$ cat config.mk
export PLATFORM = sky130hd
export DESIGN_NAME = cfgwin_decoder
export DESIGN_NICKNAME = d
export VERILOG_FILES = /design/src/rtl/cfgwin_pkg.sv /design/src/rtl/cfgwin_reg.sv /design/src/rtl/cfgwin_decode.sv /design/src/rtl/cfgwin_match.sv /design/src/rtl/cfgwin_decoder.sv
export SDC_FILE = /design/constraint.sdc
export NUM_CORES = 1
export LEC_CHECK = 0
export ABC_AREA = 1
export BUFFER_PORTS_ARGS = -buffer_cell sky130_fd_sc_hd__buf_2
export CAP_MARGIN = 20
export CORE_AREA = 4 4 151 153
export CTS_CLUSTER_SIZE = 10
export DETAILED_ROUTE_END_ITERATION = 8
export DIE_AREA = 0 0 155 157
export PLACE_DENSITY = 0.66
export SETUP_SLACK_MARGIN = 0.05
export SYNTH_ARGS = -nofsm -noshare
export SYNTH_HDL_FRONTEND = slang
export SYNTH_SLANG_ARGS = --single-unit
$ cat constraint.sdc
create_clock -name clk -period 3.8 [get_ports clk]
set_input_delay 0.38 -clock clk [delete_from_list [all_inputs] [get_ports clk]]
set_output_delay 0.38 -clock clk [all_outputs]
set_load 0.01 [all_outputs]
$ cat src/rtl/cfgwin_pkg.sv
package cfgwin_pkg;

  typedef enum logic [1:0] {
    WLEN_256 = 2'b00,
    WLEN_128 = 2'b01,
    WLEN_64  = 2'b10,
    WLEN_RSV = 2'b11
  } wlen_e;

  typedef struct packed {
    logic        hit;
    logic [7:0]  bus;
    logic [4:0]  dev;
    logic [2:0]  fn;
    logic [11:0] off;
  } cfg_tgt_t;

endpackage

$ cat src/rtl/cfgwin_reg.sv
module cfgwin_reg
  import cfgwin_pkg::*;
#(
  parameter int          REG_W   = 64,
  parameter logic [63:0] RST_VAL = 64'h0000_0000_B000_0000,
  parameter int          LEN_LSB = 1
) (
  input  logic               clk,
  input  logic               rst_n,
  input  logic               wr_en,
  input  logic [REG_W/8-1:0] wr_be,
  input  logic [REG_W-1:0]   wr_data,
  output logic [REG_W-1:0]   reg_q,
  output logic               err_q
);
  localparam int NBYTE = REG_W / 8;

  logic [REG_W-1:0] merged;
  logic [REG_W-1:0] reg_d;
  logic             err_d;
  logic             bad_code;

  for (genvar b = 0; b < NBYTE; b++) begin : g_byte
    assign merged[8*b +: 8] = wr_be[b] ? wr_data[8*b +: 8] : reg_q[8*b +: 8];
  end

  assign bad_code = (merged[LEN_LSB +: 2] == WLEN_RSV);

  always_comb begin
    reg_d = reg_q;
    err_d = err_q;
    if (wr_en && (|wr_be)) begin
      if (bad_code) err_d = 1'b1;
      else          reg_d = merged;
    end
  end

  always_ff @(posedge clk or negedge rst_n) begin
    if (!rst_n) begin
      reg_q <= RST_VAL[REG_W-1:0];
      err_q <= 1'b0;
    end else begin
      reg_q <= reg_d;
      err_q <= err_d;
    end
  end


  no_rsv_stored_chk: assert property (@(posedge clk) disable iff (!rst_n)
    reg_q[LEN_LSB +: 2] != WLEN_RSV);

  err_sticky_chk: assert property (@(posedge clk) disable iff (!rst_n)
    err_q |=> err_q);

  hold_idle_chk: assert property (@(posedge clk) disable iff (!rst_n)
    !wr_en |=> $stable(reg_q));

endmodule

$ cat src/rtl/cfgwin_decode.sv
module cfgwin_decode
  import cfgwin_pkg::*;
#(
  parameter int          REG_W    = 64,
  parameter int          ADDR_HI  = 38,
  parameter int          WIN_LSB  = 26,
  parameter int          LEN_LSB  = 1,
  parameter logic [63:0] DEF_BASE = 64'h0000_0000_B000_0000
) (
  input  logic [REG_W-1:0] reg_i,
  output logic             en_o,
  output wlen_e            code_o,
  output logic [REG_W-1:0] mask_o,
  output logic [REG_W-1:0] base_o,
  output logic [31:0]      len_o,
  output logic [REG_W-1:0] hole_lo_o
);
  localparam int          NEXTRA  = 2;
  localparam int          FIX_LSB = WIN_LSB + NEXTRA;
  localparam logic [31:0] MAX_LEN = 32'd1 << FIX_LSB;

  assign en_o   = reg_i[0];
  assign code_o = wlen_e'(reg_i[LEN_LSB +: 2]);

  for (genvar i = 0; i < REG_W; i++) begin : g_mask
    if (i > ADDR_HI || i < WIN_LSB) begin : g_zero
      assign mask_o[i] = 1'b0;
    end else if (i >= FIX_LSB) begin : g_fix
      assign mask_o[i] = 1'b1;
    end else begin : g_var
      // bit FIX_LSB-1-k joins the mask once the code exceeds k
      assign mask_o[i] = (32'(code_o) > 32'(FIX_LSB - 1 - i));
    end
  end

  assign base_o    = reg_i & mask_o;
  assign len_o     = MAX_LEN >> code_o;
  assign hole_lo_o = en_o ? (base_o + REG_W'(len_o)) : DEF_BASE[REG_W-1:0];

endmodule

$ cat src/rtl/cfgwin_match.sv
module cfgwin_match
  import cfgwin_pkg::*;
#(
  parameter int REG_W   = 64,
  parameter int ADDR_W  = 32
) (
  input  logic               clk,
  input  logic               rst_n,
  input  logic               req_i,
  input  logic [ADDR_W-1:0]  addr_i,
  input  logic               en_i,
  input  logic [REG_W-1:0]   mask_i,
  input  logic [REG_W-1:0]   base_i,
  output logic               vld_o,
  output cfg_tgt_t           tgt_o
);
  logic [REG_W-1:0] addr_x;
  logic [REG_W-1:0] offs;
  cfg_tgt_t         tgt_d;
  logic             vld_d;

  assign addr_x = REG_W'(addr_i);
  assign offs   = addr_x & ~mask_i;

  always_comb begin
    tgt_d     = '0;
    tgt_d.hit = en_i && ((addr_x & mask_i) == base_i);
    if (tgt_d.hit) begin
      tgt_d.bus = offs[27:20];
      tgt_d.dev = offs[19:15];
      tgt_d.fn  = offs[14:12];
      tgt_d.off = offs[11:0];
    end
    vld_d = req_i;
  end

  always_ff @(posedge clk or negedge rst_n) begin
    if (!rst_n) begin
      vld_o <= 1'b0;
      tgt_o <= '0;
    end else begin
      vld_o <= vld_d;
      if (req_i) tgt_o <= tgt_d;
    end
  end


  vld_follows_req_chk: assert property (@(posedge clk) disable iff (!rst_n)
    vld_o |-> $past(req_i));

  no_hit_when_off_chk: assert property (@(posedge clk) disable iff (!rst_n)
    (vld_o && tgt_o.hit) |-> $past(en_i));

endmodule

$ cat src/rtl/cfgwin_decoder.sv
module cfgwin_decoder
  import cfgwin_pkg::*;
#(
  parameter int          REG_W    = 64,
  parameter int          ADDR_W   = 32,
  parameter int          ADDR_HI  = 38,
  parameter int          WIN_LSB  = 26,
  parameter int          LEN_LSB  = 1,
  parameter logic [63:0] DEF_BASE = 64'h0000_0000_B000_0000,
  parameter logic [31:0] HOLE_TOP = 32'hFEC0_0000
) (
  input  logic               clk,
  input  logic               rst_n,
  input  logic               wr_en,
  input  logic [REG_W/8-1:0] wr_be,
  input  logic [REG_W-1:0]   wr_data,
  output logic [REG_W-1:0]   cfg_q,
  output logic               cfg_err,
  output logic               win_en,
  output logic [REG_W-1:0]   win_base,
  output logic [31:0]        win_len,
  output logic [REG_W-1:0]   hole_lo,
  output logic [31:0]        hole_hi,
  input  logic               lk_req,
  input  logic [ADDR_W-1:0]  lk_addr,
  output logic               lk_vld,
  output logic               lk_hit,
  output logic [7:0]         lk_bus,
  output logic [4:0]         lk_dev,
  output logic [2:0]         lk_fn,
  output logic [11:0]        lk_off
);
  logic [1:0]       rst_pipe;
  logic             rst_s_n;
  wlen_e            code;
  logic [REG_W-1:0] mask;
  cfg_tgt_t         tgt;

  always_ff @(posedge clk or negedge rst_n) begin
    if (!rst_n) rst_pipe <= 2'b00;
    else        rst_pipe <= {rst_pipe[0], 1'b1};
  end
  assign rst_s_n = rst_pipe[1];

  cfgwin_reg #(.REG_W(REG_W), .RST_VAL(DEF_BASE), .LEN_LSB(LEN_LSB)) u_reg (
    .clk(clk), .rst_n(rst_s_n), .wr_en(wr_en), .wr_be(wr_be),
    .wr_data(wr_data), .reg_q(cfg_q), .err_q(cfg_err));

  cfgwin_decode #(.REG_W(REG_W), .ADDR_HI(ADDR_HI), .WIN_LSB(WIN_LSB),
                  .LEN_LSB(LEN_LSB), .DEF_BASE(DEF_BASE)) u_dec (
    .reg_i(cfg_q), .en_o(win_en), .code_o(code), .mask_o(mask),
    .base_o(win_base), .len_o(win_len), .hole_lo_o(hole_lo));

  cfgwin_match #(.REG_W(REG_W), .ADDR_W(ADDR_W)) u_match (
    .clk(clk), .rst_n(rst_s_n), .req_i(lk_req), .addr_i(lk_addr),
    .en_i(win_en), .mask_i(mask), .base_i(win_base),
    .vld_o(lk_vld), .tgt_o(tgt));

  assign hole_hi = HOLE_TOP - 32'd1;
  assign lk_hit  = tgt.hit;
  assign lk_bus  = tgt.bus;
  assign lk_dev  = tgt.dev;
  assign lk_fn   = tgt.fn;
  assign lk_off  = tgt.off;


  bus_trunc_chk: assert property (@(posedge clk) disable iff (!rst_s_n)
    (lk_vld && lk_hit && $past(code) == WLEN_64) |-> (lk_bus[7:6] == 2'b00));

  miss_zero_chk: assert property (@(posedge clk) disable iff (!rst_s_n)
    (lk_vld && !lk_hit) |-> ({lk_bus, lk_dev, lk_fn, lk_off} == '0));

endmodule

Word-level counts from Yosys, hierarchy flattened
Cells that the tools add are included.
- bits in registers: 97
- input port bits: 108
- logic and storage cells: 44
- add/sub/neg operators: 1
- magnitude comparators: 2
- eq/ne operators: 2
- shift-type cells: 1
- muxes and demuxes: 3
- bitwise operators: 5
- reduce and logical (&&, ||, !) cells: 13
- operators by type and width (cell ; count):
    adder 64 x 32 -> 64 bit ; 1
    bitwise AND 64 x 39 -> 64 bit ; 1
    equality test 64 bit ; 1
    two-way mux 64 bit ; 1
    bitwise AND 32 x 39 -> 39 bit ; 1
    right shift 29 x 2 -> 32 bit, first input constant ; 1
    bitwise AND 28 bit ; 1
    two-way mux 28 bit ; 1
    NOT 28 bit ; 1
    AND reduction 3 bit ; 8
    OR reduction 8 bit ; 1
    greater-than comparator 2 x 1 -> 1 bit, second input constant ; 2
    AND reduction 2 bit ; 2
    two-way mux 3 bit ; 1
    equality test 2 bit, second input constant ; 1
    logical AND 1 bit ; 2
    NOT 1 bit ; 1

Logic depth before layout (Yosys ltp)
- depth after elaboration: 5
- mapped depth: 13
- depth with buffers taken out: 13

Hierarchy
A second synthesis with hierarchy kept.
- cell total of the unflattened synthesis: 1019
- area, all modules: 7324.5 um^2
- by module, submodules not included (module ; times used ; cells an instance ; area an instance (um^2) ; seq. area each (um^2)):
    cfgwin_reg ; 1 ; 311 ; 2829.0 ; 1630.3
    cfgwin_match ; 1 ; 357 ; 2139.6 ; 750.7
    cfgwin_decode ; 1 ; 315 ; 2058.2 ; 0.0
    cfgwin_decoder ; 1 ; 36 ; 297.8 ; 50.0

Worst setup path after synthesis
OpenSTA, ideal clock, no wires.
- kind: register -> output
- start point: register u_reg.reg_q[2]
- end point: output port hole_lo[37]
- arrival: 1.968 ns
- path slack: 1.452 ns
- stages on the path, launching flop included: 13
- path buffers: 0
- cell sequence: dfrtp_1 inv_2 nand2_1 inv_1 nor2_1 ha_1 nand2_1 inv_1 a21oi_1 nor2_1 nand2_1 nand2_1 nor2_1
- RTL lines (what ; line ; source):
    start: declaration ; cfgwin_reg.sv:13 ; output logic [REG_W-1:0] reg_q,
    start signal: assignment ; cfgwin_reg.sv:40 ; reg_q <= RST_VAL[REG_W-1:0];
    start signal: assignment ; cfgwin_reg.sv:43 ; reg_q <= reg_d;
    right shift 29 x 2 -> 32 bit ; cfgwin_decode.sv:37 ; assign len_o = MAX_LEN >> code_o;
    named net win_len[28] ; cfgwin_decoder.sv:21 ; output logic [31:0] win_len,
    adder 64 x 32 -> 64 bit ; cfgwin_decode.sv:38 ; assign hole_lo_o = en_o ? (base_o + REG_W'(len_o)) : DEF_BASE[REG_W-1:0];
    two-way mux 64 bit ; cfgwin_decode.sv:38 ;
    end: declaration ; cfgwin_decoder.sv:22 ; output logic [REG_W-1:0] hole_lo,
The timed path passes the listed nets, and every way through them passes these cells.

Final worst setup path
- start point: register u_reg.reg_q[2]
- end point: output port hole_lo[37]
- longest elaborated chain between the ends: 4
- RTL lines (what ; line ; source):
    greater-than comparator 2 x 1 -> 1 bit ; cfgwin_decode.sv:32 ; assign mask_o[i] = (32'(code_o) > 32'(FIX_LSB - 1 - i));
    bitwise AND 64 x 39 -> 64 bit ; cfgwin_decode.sv:36 ; assign base_o = reg_i & mask_o;
    adder 64 x 32 -> 64 bit (*) ; cfgwin_decode.sv:38 ;
    two-way mux 64 bit (*) ; cfgwin_decode.sv:38 ;
Mark *: on every way between the ends. The rest lies on a longest branch, timed or not.

==> impl_metrics.tcl <==
set metrics [dict create \
    status "completed" \
    cts_tree "built" \
    power_density_mw_per_mm2 424 \
    nFillCells 2326 \
    synth_area_per_cell_um2 8.07 \
    power.switching_mw 1.06 \
    viasPerCell 4.04 \
    register_area_mm2 0.00243 \
    drt_iter0_markers 274 \
    dpl_worst_slack_ns 1.15 \
    yosys.area_share.simple 0.287 \
    synth.area.mux_share 0 \
    p_comb_frac 0.270 \
    netlist-cell-type-count 29 \
    die_h_um 157 \
    grt-ovfl-total 0 \
    synthAdderAreaFrac 0.00958 \
    vias 5058 \
    slew_violations 0 \
    clk_latency_ns 0.34 \
    cellLeakagePower_nw 4.31 \
    drt-total-wl_um 18300 \
    multi_input_area_mm2 0.00261 \
    fin_area_mm2 0.00710 \
    drc 0 \
    fin_util 0.329 \
    synth_top_family_by_area "simple AND/OR/NAND/NOR gates" \
    antenna_found_initial 5 \
    clock_power_share 0.309 \
    maxCapViolCount 0 \
    worst-path-max-fanout 8 \
    place_area_mm2 0.00677 \
    relSlewSlack 0.415 \
    cts_buffers 9 \
    cts_sinks 97 \
    core_mm2 0.0216 \
    min_period_over_period 0.766 \
    worst-endpoint-required_ns 3.42 \
    cpPeakStageDelay_ns 0.49 \
    min_path_type "input port to register" \
    synth-seq-area-share 0.405 \
    drtPass1Iterations 4 \
    critPathCaptureType "primary output" \
    clk_root_buffer_cell "clkbuf_16" \
    irDropWorstVdd_v 0.000202 \
    final-setup-viol-count 0 \
    synth_xor_area_frac 0.00146 \
    die_area_mm2 0.0243 \
    synth_compound_area_frac 0.0333 \
    finalClockSkew_ns 0.0116 \
    clk_pin_slew_ns 0.07 \
    cts_resized 0 \
    cts_max_level 3 \
    die_w_um 155 \
    numPortBuffers 235 \
    clock_path_buffers 2 \
    layout_setup_ws_ns 0.888 \
    crit_top_cell "nand2_1" \
    place_congestion 0.804 \
    netlist_instances 744 \
    rows 54 \
    grt_pass1_wl_um 27100 \
    p_int_mw 1.95 \
    nets 1079 \
    path_cells "inv_2, nand2_1, inv_1, nor2_1, ha_1, nand2_1, inv_1, a21oi_1, nor2_1, nand2_1, nand2_1, nor2_1, buf_2" \
    grt_use_total 0.144 \
    rsz0062_at_grt "no" \
    grt_pass1_vias 4699 \
    initial_core_util 0.279 \
    fmax_ghz 0.343 \
    start_kind "register" \
    cp_data_arrival_time_ns 2.53 \
    wl_per_cell_um 14.6 \
    worst_pin_slew_ns 0.876 \
    synth_area_mm2 0.00601 \
    rrSetupSlack_ns 1.85 \
    synth_seq_cells 97 \
    drive_gt1_frac 0.303 \
    seqPwrFrac 0.422 \
    grt_start_max_net_pins 77 \
    crit_type "register to primary output" \
    final.setup.tns_ns 0 \
    pin_count 396 \
    cp_slowest_cell "dfrtp_1" \
    p_sw_frac 0.353 \
    area_delta_synth_final_pct 18.2 \
    hold_viol 0 \
    antenna_left 0 \
    period_needed_ns 2.91 \
    ys_warn_count 0 \
    dp_hpwl_um 14900 \
]
[Yosys cell counts]
cell | instances | area, um^2
o21bai_1 | 1 | 7.51
a21oi_1 | 6 | 30.0
buf_6 | 5 | 56.3
buf_8 | 1 | 15.0
nor2_2 | 2 | 12.5
o21ai_0 | 4 | 20.0
conb_1 | 2 | 7.51
nand2_2 | 1 | 6.26
nand3_1 | 96 | 480
nor2_1 | 34 | 128
nand3_2 | 10 | 100
nand2_1 | 240 | 901
dfstp_2 | 3 | 78.8
clkbuf_1 | 4 | 15.0
xor2_1 | 1 | 8.76
dfrtp_1 | 94 | 2350
inv_2 | 3 | 11.3
ha_1 | 3 | 37.5
fa_1 | 1 | 20.0
a21boi_4 | 3 | 56.3
a21boi_1 | 1 | 7.51
buf_4 | 180 | 1350
a21oi_4 | 4 | 65.1
inv_1 | 31 | 116
o21ai_1 | 1 | 5.00
nand4_1 | 3 | 18.8
buf_2 | 2 | 10.0
o21ai_2 | 1 | 8.76
nand2_4 | 7 | 78.8
[through the flow]
step / std cells / hold WS [ns] / total power, mW
2_1_floorplan: 903 / 0.0844 / 1.88
4_1_cts: 1251 / 0.223 / 3.06
6_report: 1253 / 0.227 / 3.01
3_5_place_dp: 1234 / 0.166 / 2.11
3_3_place_gp: 1234 / 0.166 / 2.10
5_1_grt: 1253 / 0.216 / 3.21
[what timing repair did]
| action | CTS | global route |
|---|---|---|
| hold buffers | 1 | 0 |
| endpoints found under the hold margin | 2 | 0 |
| setup buffers | 0 | 0 |
[final cells by class]
type | instances | share of cell area
flip-flops and latches | 97 | 0.343
multi-input cells | 580 | 0.367
diodes | 1 | 0.000353
inverters | 34 | 0.0180
clock inverters | 5 | 0.00899
well taps | 280 | 0.0494
repair buffers | 245 | 0.180
clock buffers | 11 | 0.0328
[state kept, by name, summed over array words and instances (netlist names)]
| signal | flops |
|---|---|
| rst_pipe | 2 |
| u_match.tgt_o | 29 |
| u_match.vld_o | 1 |
| u_reg.err_q | 1 |
| u_reg.reg_q | 64 |
[worst max-delay path: cells and delay by family, from the launching register on]
kind                       cells  cell delay [ns]
and+or+nand+nor                7             0.79
DFF                            1             0.49
buffers and inverters          4             0.37
adders and majority gates      1             0.28
AOI/OAI and AO/OA              1             0.28
[kinds of logic (layout without fill, tap and decap cells)]
family                     after synthesis  in the layout
xor gates and xnor gates                 1              1
DFF                                     97             97
other                                    2            162
and+or+nand+nor                        393            393
buffers and inverters                  226            295
adders and majority gates                4              4
AOI/OAI and AO/OA                       21             21
[final timing paths]
kind	from	to	cells after the start
setup / recovery	u_reg.reg_q[2]	hole_lo[37]	13
hold / removal	lk_req	u_match.vld_o	1
setup reg to reg	u_reg.reg_q[0]	u_match.tgt_o[17]	8
hold reg to reg	rst_pipe[1]	u_reg.reg_q[61]	0
max in group asynchronous	rst_pipe[1]	u_reg.reg_q[29]	2
min in group asynchronous	rst_pipe[1]	u_reg.reg_q[61]	0
[power by group through the flow]
stage          registers [mW]  clock network [mW]  logic [mW]
2_1_floorplan            1.33                   0       0.556
6_report                 1.27               0.930       0.811
3_5_place_dp             1.30                   0       0.816
3_3_place_gp             1.30                   0       0.807
5_1_grt                  1.29                1.01       0.910
4_1_cts                  1.28               0.964       0.816
[per-layer routing]
layer,part of all wire,vias to the layer above,GRT usage
li1,-,2447,-
met1,0.39,2326,0.176
met2,0.49,250,0.244
met3,0.090,27,0.0423
met4,0.023,8,0.0467
met5,0.0026,-,0
[layout by cell type, fill, tap and decap left out, types with 3 or more instances in the layout]
cell	n
ha_1	3
inv_2	3
dfrtp_1	93
nand3_2	10
conb_1	161
clkbuf_16	9
nand3_1	96
o21ai_0	4
nor2_1	33
inv_1	31
a21boi_4	3
nand4_1	3
buf_2	235
nand2_4	7
a21oi_1	6
buf_4	7
nand2_1	240
a21oi_4	4
dfstp_2	3
No activity file was read; power rests on OpenSTA's default activity.
